**config.mk**
```make
export PLATFORM = sky130hd
export DESIGN_NAME = uop_split
export DESIGN_NICKNAME = d
export VERILOG_FILES = /design/src/rtl/uop_split_pkg.sv /design/src/rtl/uop_split_decide.sv /design/src/rtl/uop_split_stage.sv /design/src/rtl/uop_split_count.sv /design/src/rtl/uop_split.sv
export SDC_FILE = /design/constraint.sdc
export NUM_CORES = 1
export LEC_CHECK = 0
export BUFFER_PORTS_ARGS = -buffer_cell sky130_fd_sc_hd__buf_2
export CAP_MARGIN = 20
export CORE_MARGIN = 2
export CORE_UTILIZATION = 45
export CTS_BUF_LIST = sky130_fd_sc_hd__clkbuf_8
export CTS_CLUSTER_DIAMETER = 50
export DETAILED_ROUTE_END_ITERATION = 10
export GPL_TIMING_DRIVEN = 0
export PLACE_DENSITY_LB_ADDON = 0.3
export SYNTH_ARGS = -nofsm -noshare
export SYNTH_HDL_FRONTEND = slang
export SYNTH_SLANG_ARGS = --single-unit
```
**constraint.sdc**
```tcl
create_clock -name clk -period 1.95 [get_ports clk]
set_input_delay 0.2925 -clock clk [delete_from_list [all_inputs] [get_ports clk]]
set_output_delay 0.2925 -clock clk [all_outputs]
set_load 0.05 [all_outputs]
```
**src/rtl/uop_split_pkg.sv**
```systemverilog
package uop_split_pkg;

    typedef enum logic [1:0] {
        UC_ALU   = 2'd0,
        UC_LOAD  = 2'd1,
        UC_LDOP  = 2'd2,
        UC_STORE = 2'd3
    } uclass_e;

    typedef enum logic [2:0] {
        UK_WHOLE  = 3'd0,
        UK_LDHALF = 3'd1,
        UK_OPHALF = 3'd2,
        UK_STADDR = 3'd3,
        UK_STDATA = 3'd4
    } ukind_e;

    typedef struct packed {
        uclass_e cls;
        ukind_e  kind;
        logic    split;
        logic    second;
    } uhdr_t;

    // Split rule: only indexed addressing splits; relax keeps 2-op destructive load-compute fused
    function automatic logic must_split(uclass_e c, logic idx, logic rmw2, logic relax);
        logic r;
        r = 1'b0;
        if (idx) begin
            case (c)
                UC_LDOP:  r = !(relax && rmw2);
                UC_STORE: r = 1'b1;
                default:  r = 1'b0;
            endcase
        end
        return r;
    endfunction

    function automatic ukind_e lead_kind(uclass_e c, logic split);
        ukind_e k;
        k = UK_WHOLE;
        if (split) k = (c == UC_STORE) ? UK_STADDR : UK_LDHALF;
        return k;
    endfunction

    function automatic ukind_e tail_kind(uclass_e c);
        return (c == UC_STORE) ? UK_STDATA : UK_OPHALF;
    endfunction

endpackage

```
**src/rtl/uop_split_decide.sv**
```systemverilog
module uop_split_decide
    import uop_split_pkg::*;
(
    input  uclass_e cls,
    input  logic    indexed,
    input  logic    rmw2,
    input  logic    relax,
    output uhdr_t   lead_hdr,
    output uhdr_t   tail_hdr
);
    logic split;

    always_comb begin
        split           = must_split(cls, indexed, rmw2, relax);
        lead_hdr.cls    = cls;
        lead_hdr.kind   = lead_kind(cls, split);
        lead_hdr.split  = split;
        lead_hdr.second = 1'b0;
        tail_hdr.cls    = cls;
        tail_hdr.kind   = tail_kind(cls);
        tail_hdr.split  = 1'b1;
        tail_hdr.second = 1'b1;
    end
endmodule

```
**src/rtl/uop_split_stage.sv**
```systemverilog
module uop_split_stage
    import uop_split_pkg::*;
#(
    parameter int PAYW = 16,
    parameter int TAGW = 4
) (
    input  logic            clk,
    input  logic            rst,
    input  logic            in_valid,
    output logic            in_ready,
    input  uhdr_t           lead_hdr,
    input  uhdr_t           tail_hdr,
    input  logic [PAYW-1:0] in_payload,
    input  logic [TAGW-1:0] in_tag,
    output logic            out_valid,
    input  logic            out_ready,
    output uhdr_t           out_hdr,
    output logic [TAGW-1:0] out_tag,
    output logic [PAYW-1:0] out_payload
);
    logic            ov;
    logic            pend;
    uhdr_t           cur_hdr;
    uhdr_t           pend_hdr;
    logic [TAGW-1:0] cur_tag;
    logic [PAYW-1:0] cur_pay;
    logic            advance;

    assign advance  = !ov || out_ready;
    assign in_ready = advance && !pend;

    always_ff @(posedge clk) begin
        if (rst) begin
            ov       <= 1'b0;
            pend     <= 1'b0;
            cur_hdr  <= '0;
            pend_hdr <= '0;
            cur_tag  <= '0;
            cur_pay  <= '0;
        end else if (advance) begin
            if (pend) begin
                ov      <= 1'b1;
                cur_hdr <= pend_hdr;
                pend    <= 1'b0;
            end else if (in_valid) begin
                ov       <= 1'b1;
                cur_hdr  <= lead_hdr;
                cur_tag  <= in_tag;
                cur_pay  <= in_payload;
                pend     <= lead_hdr.split;
                pend_hdr <= tail_hdr;
            end else begin
                ov <= 1'b0;
            end
        end
    end

    assign out_valid   = ov;
    assign out_hdr     = cur_hdr;
    assign out_tag     = cur_tag;
    assign out_payload = cur_pay;
endmodule

```
**src/rtl/uop_split_count.sv**
```systemverilog
module uop_split_count #(
    parameter int CNTW = 32
) (
    input  logic            clk,
    input  logic            rst,
    input  logic            in_fire,
    input  logic            out_fire,
    output logic [CNTW-1:0] in_count,
    output logic [CNTW-1:0] out_count
);
    always_ff @(posedge clk) begin
        if (rst) begin
            in_count  <= '0;
            out_count <= '0;
        end else begin
            if (in_fire)  in_count  <= in_count + 1'b1;
            if (out_fire) out_count <= out_count + 1'b1;
        end
    end
endmodule

```
**src/rtl/uop_split.sv**
```systemverilog
module uop_split
    import uop_split_pkg::*;
#(
    parameter int PAYW = 16,
    parameter int TAGW = 4,
    parameter int CNTW = 32
) (
    input  logic            clk,
    input  logic            rst,
    input  logic            relax_en,
    input  logic            in_valid,
    output logic            in_ready,
    input  logic [1:0]      in_cls,
    input  logic            in_indexed,
    input  logic            in_rmw2,
    input  logic [PAYW-1:0] in_payload,
    output logic            out_valid,
    input  logic            out_ready,
    output logic [1:0]      out_cls,
    output logic [2:0]      out_kind,
    output logic            out_split,
    output logic            out_second,
    output logic [TAGW-1:0] out_tag,
    output logic [PAYW-1:0] out_payload,
    output logic [CNTW-1:0] in_count,
    output logic [CNTW-1:0] out_count
);
    uhdr_t lead_hdr;
    uhdr_t tail_hdr;
    uhdr_t out_hdr;
    logic  rdy;

    uop_split_decide u_decide (
        .cls      (uclass_e'(in_cls)),
        .indexed  (in_indexed),
        .rmw2     (in_rmw2),
        .relax    (relax_en),
        .lead_hdr (lead_hdr),
        .tail_hdr (tail_hdr)
    );

    uop_split_stage #(.PAYW(PAYW), .TAGW(TAGW)) u_stage (
        .clk         (clk),
        .rst         (rst),
        .in_valid    (in_valid),
        .in_ready    (rdy),
        .lead_hdr    (lead_hdr),
        .tail_hdr    (tail_hdr),
        .in_payload  (in_payload),
        .in_tag      (in_count[TAGW-1:0]),
        .out_valid   (out_valid),
        .out_ready   (out_ready),
        .out_hdr     (out_hdr),
        .out_tag     (out_tag),
        .out_payload (out_payload)
    );

    uop_split_count #(.CNTW(CNTW)) u_count (
        .clk       (clk),
        .rst       (rst),
        .in_fire   (in_valid && rdy),
        .out_fire  (out_valid && out_ready),
        .in_count  (in_count),
        .out_count (out_count)
    );

    assign in_ready   = rdy;
    assign out_cls    = out_hdr.cls;
    assign out_kind   = out_hdr.kind;
    assign out_split  = out_hdr.split;
    assign out_second = out_hdr.second;
endmodule

```
Yosys cells after proc, flatten, opt, wreduce, memory -nomap -nowiden --
Cells that the tools add are included.
Storage, ports and cells: output and inout port bits 93, register bits after elaboration 99
Operators by class: muxes and demuxes 11, bitwise operators 1, reduce and logical (&&, ||, !) cells 11, add/subtract/negate cells 2, eq/ne operators 2
Operator list (count):
- $add 32x1->32 const B | 2
- $mux 7 | 2
- $mux 3 | 2
- $mux 1 | 5
- $eq 2x2->1 const B | 2
- $logic_and 1x1->1 | 4
- $logic_not 1->1 | 3
- $reduce_and 3->1 | 1
- $mux 2 | 1
- $pmux 1 s2 | 1
- $reduce_and 2->1 | 1
- $reduce_bool 2->1 | 1
- $logic_or 1x1->1 | 1
- $not 1->1 | 1

Depth between registers and ports, before layout --
depth in word-level cells 7, mapped depth 7

Hierarchy --
From an unflattened synthesis, not the netlist that was laid out.
Second synthesis, totals: cells, all modules 538, area, all modules 4838.4 um^2
Modules (own cells, without submodules):
- uop_split_count | area an instance 3019.1 um^2, seq. area each 1281.2 um^2, cells an instance 354, instances 1
- uop_split_stage | area an instance 1682.9 um^2, seq. area each 720.7 um^2, cells an instance 163, instances 1
- uop_split_decide | area an instance 123.9 um^2, seq. area each 0.0 um^2, cells an instance 19, instances 1
- uop_split | area an instance 12.5 um^2, seq. area each 0.0 um^2, cells an instance 2, instances 1

Worst setup path before layout --
OpenSTA, ideal clock, no wires.
path kind register -> register, start point register u_count.in_count[2], end point register u_count.in_count[29], period minus slack after synthesis 2.338 ns, buffers on the path 1, arrival 2.218 ns, library setup time 0.121 ns, path slack -0.388 ns, required time 1.829 ns, cell stages (with the launch flop) 6, path through dfxtp_1 > nand3_1 > or4_4 > buf_2 > nor4_1 > mux2_2
On the way: cells in the longest elaborated chain, start to end 1
Ends and longest elaborated chain:
- start, declared | RTL line uop_split_count.sv:8 | output logic [CNTW-1:0] in_count,
- start signal, assigned | RTL line uop_split_count.sv:16 | if (in_fire) in_count <= in_count + 1'b1;
- $add 32x1->32 | RTL line uop_split_count.sv:16
No other way between the ends. A chain may end at the register's enable or synchronous reset.

Worst setup path in the final report --
start point register u_stage.ov (netlist: u_stage.out_valid), end point register u_count.in_count[22]
On the way: cells in the longest elaborated chain, start to end 4
Ends and longest elaborated chain:
- start, declared | RTL line uop_split_stage.sv:21 | logic ov;
- start signal, assigned | RTL line uop_split_stage.sv:34 | ov <= 1'b0;
- start signal, assigned | RTL line uop_split_stage.sv:42 | ov <= 1'b1;
- start signal, assigned | RTL line uop_split_stage.sv:46 | ov <= 1'b1;
- $logic_not 1->1 | RTL line uop_split_stage.sv:29 | assign advance = !ov || out_ready;
- $logic_or 1x1->1 | RTL line uop_split_stage.sv:29
- $logic_and 1x1->1 | RTL line uop_split_stage.sv:30 | assign in_ready = advance && !pend;
- $logic_and 1x1->1 | RTL line uop_split.sv:61 | .in_fire (in_valid && rdy),
No other way between the ends.

==> flow_summary_export.csv <==
group,metric,value,unit
global_routing,grt_use_total,0.231,
routing,wire_per_inst,15.0,um
sta,rsz0062_at_grt,"yes",
placed_design,dp_hpwl,8040,um
outcome,violations,"negative setup slack",
synthesis,yosys.area.top_type,"dfxtp_1",
power,p_leak,0.00222,uW
floorplanning,core_area,9240,um2
routing,drt-total-wl,11800,um
power,irDropWorstVdd,0.445,mV
finish,design_area,5680,um2
clocking,clk_pin_slew,0.10,ns
global_routing,antenna_found_initial,0,
power,switching_share,0.272,
synthesis,yosys_warnings,0,
critical_path,start_kind,"register",
global_routing,grt_max_degree,17,
clocking,clock_latency,0.36,ns
clocking,cts_tree,"yes",
synthesis,synth_cell_types,33,
power,power.net_switching,1040,uW
floorplanning,start_util,0.463,
critical_path,critPathSlowestCell,"or4_4",
clocking,cts_buffer_depth,2,
sta,final_critical_path_setup_slack,-0.000430,ns
clocking,root_buffer,"clkbuf_8",
routing,via_count,4362,
floorplanning,dieWidth,102,um
outcome,status,"finished with violations",
sta,tightest_slew,0.630,ns
synthesis,syn_inst,513,
power,p_per_area,671,nW/um2
sta,hold_viol_final,0,
power,pwr-share-comb,0.106,
finish,drive_gt1_frac,0.366,
sta,clock_skew,0.0144,ns
sta,slew_headroom,0.580,
placed_design,place_congestion,0.824,
synthesis,synth_fp_nets,540,
synthesis,synth_area_leaders,"dfxtp_1 46%, a21oi_1 7.6%, nand2_1 6.4%",
critical_path,cp.arrival,2.25,ns
floorplanning,die-area,10300,um2
critical_path,worstPathCellList,"nor2b_4 -> or4_4 -> buf_6 -> or4_1 -> a21oi_2",
power,p_clk_frac,0.353,
critical_path,cp.required,2.25,ns
floorplanning,io-pin-count,118,
flow_run,cap_violations,0,
placed_design,io_buffers,117,
placed_design,post_dp_cell_area,5150,um2
synthesis,synth.top_cell.area_share,0.458,
clocking,cts_buffers,9,
synthesis,syn_area,4280,um2
routing,via_per_inst,5.56,
sta,fin_crit_sh,1.00,
global_routing,grt_pass1_vias,4178,
critical_path,crit_path_max_fanout,5,
finish,nNetsFinal,678,
floorplanning,fp.dieH,102,um
routing,drtIter0Drc,191,
global_routing,overflow,0,
floorplanning,row_count,35,
finish,area_growth,32.7,%
synthesis,synth-seq-area-share,0.458,
clocking,htreeDepth,3,
finish,n_antenna_cell,0,
worst_hold_path,hp-class,"input port to register",
sta,slew_viol_final,0,
finish,nFillCells,832,
routing,drt.antenna.violating_nets,0,
critical_path,critical_path_class,"register to register",
critical_path,cp-end-kind,"register",
routing,dr.pass1.iters,4,
power,pwr-share-seq,0.541,
sta,max_freq,513,MHz
placed_design,place_ws,-0.174,ns
clocking,cts_hold_buf,0,
sta,setup_viol,1,
synthesis,ys_ff_latch,98,
clocking,cts.sinks,98,
global_routing,grt_pass1_wl,19300,um
critical_path,critical-path-max-stage-delay,0.59,ns
sta,fin_crit,1.95,ns
synthesis,syn_area_per_cell,8.35,um2
routing,drc,0,
power,p_int,2780,uW
-- cell usage after synthesis --
master,count
clkbuf_1,28
nand3_1,19
and2_1,2
xnor2_1,8
nor4_1,8
nand2_1,73
xor2_1,10
o31ai_1,25
or4_1,26
nor4b_1,2
dfxtp_1,98
nor3b_1,1
nand2b_1,3
inv_1,8
o21ai_0,14
ha_1,2
nor2_1,39
buf_6,2
a211oi_1,4
a21oi_1,65
or3_1,13
mux2_2,6
mux2i_1,3
nand4_1,22
and4_1,12
buf_1,1
and3_1,4
nor3_1,3
buf_2,1
nor2b_1,7
or4_4,1
a32oi_1,2
a31oi_1,1
-- worst max-delay path, delay by kind of cell (launching register included) --
family | cells | cell delay, ns
and+or+nand+nor | 3 | 1.24
buffers and inverters | 1 | 0.16
DFF | 1 | 0.36
AOI/OAI and AO/OA | 1 | 0.14
-- area by class of cell --
type	count	area, um2	area share
tap	129	161	0.0284
multi-input combinational	375	2390	0.420
clock buffer	10	138	0.0242
clock inverter	6	66.3	0.0117
buffer	28	155	0.0273
timing repair buffer	131	708	0.125
sequential	98	2040	0.358
inverter	8	30.0	0.00528
-- power groups by stage --
| stage | Combinational [uW] | Clock [uW] | Sequential, uW |
|---|---|---|---|
| 5_1_grt | 438 | 1470 | 2070 |
| 3_5_place_dp | 382 | 0 | 2110 |
| 3_3_place_gp | 376 | 0 | 2110 |
| 4_1_cts | 396 | 1370 | 2060 |
| 6_report | 404 | 1340 | 2060 |
| 2_1_floorplan | 137 | 0 | 2240 |
-- metrics by stage --
stage               setup TNS, ns  total power, uW  std cells  utilization  hold slack, ns
CTS                      -0.00317             3830        784        0.595           0.145
finish                  -0.000430             3810        785        0.615           0.160
global placement            -4.59             2490        759        0.557           0.439
global route              -0.0787             3980        785        0.615           0.156
floorplan                -0.00929             2380        513            -           0.416
detailed placement          -7.93             2490        759        0.557           0.447
-- sequential cells by signal, indices dropped and copies added, names as in the netlist --
register             count
u_stage.pend             1
u_count.out_count       32
u_count.in_count        32
u_stage.out_hdr          7
u_stage.out_valid        1
u_stage.out_tag          4
u_stage.pend_hdr         5
u_stage.out_payload     16
-- per-layer routing --
layer,routed length [um],global-route usage,share of wire
met5,0,0,0
met1,5230,0.299,0.44
met2,5580,0.381,0.47
met4,249,0.0936,0.021
met3,713,0.0428,0.061
-- kinds of logic (layout without fill, tap and decap cells) --
kind of cell | count (synthesis) | count (layout) | share of synthesized area
and+or+nand+nor | 235 | 235 | 0.289
AOI/OAI and AO/OA | 111 | 111 | 0.149
DFF | 98 | 98 | 0.458
buffers and inverters | 40 | 183 | 0.0389
xor gates and xnor gates | 18 | 18 | 0.0368
muxes | 9 | 9 | 0.0228
adders and majority gates | 2 | 2 | 0.00584
-- placed cells by master, fill, tap and decap left out, types with 8 or more instances in the layout --
cell type	netlist	routed
nand2_1	73	73
or4_4	1	9
nand4_1	22	22
nor2_1	39	38
xnor2_1	8	8
nand3_1	19	17
or4_1	26	18
inv_1	8	9
buf_4	0	10
dfxtp_1	98	63
clkbuf_1	28	16
a21oi_1	65	56
clkbuf_8	0	10
buf_2	1	119
dfxtp_4	0	12
xor2_1	10	10
a21oi_2	0	9
dfxtp_2	0	23
o21ai_0	14	14
and4_1	12	9
o31ai_1	25	16
or3_1	13	12
-- worst paths after layout --
| kind | start | end | slack (ns) | cells past startpoint |
|---|---|---|---|---|
| setup / recovery | u_stage.out_valid | u_count.in_count[22] | -0.0004 | 5 |
| hold / removal | in_payload[0] | u_stage.out_payload[0] | 0.16 | 3 |
| setup reg to reg | u_stage.out_valid | u_count.in_count[22] | -0.0004 | 5 |
| hold reg to reg | u_stage.out_payload[1] | u_stage.out_payload[1] | 0.46 | 2 |
-- timing repair --
action	CTS	global route
endpoints found under the setup margin	57	55
pin swaps	7	10
setup buffers	10	2
gates cloned	1	1
resized for setup	16	48
(Power assumes the default switching activity.)
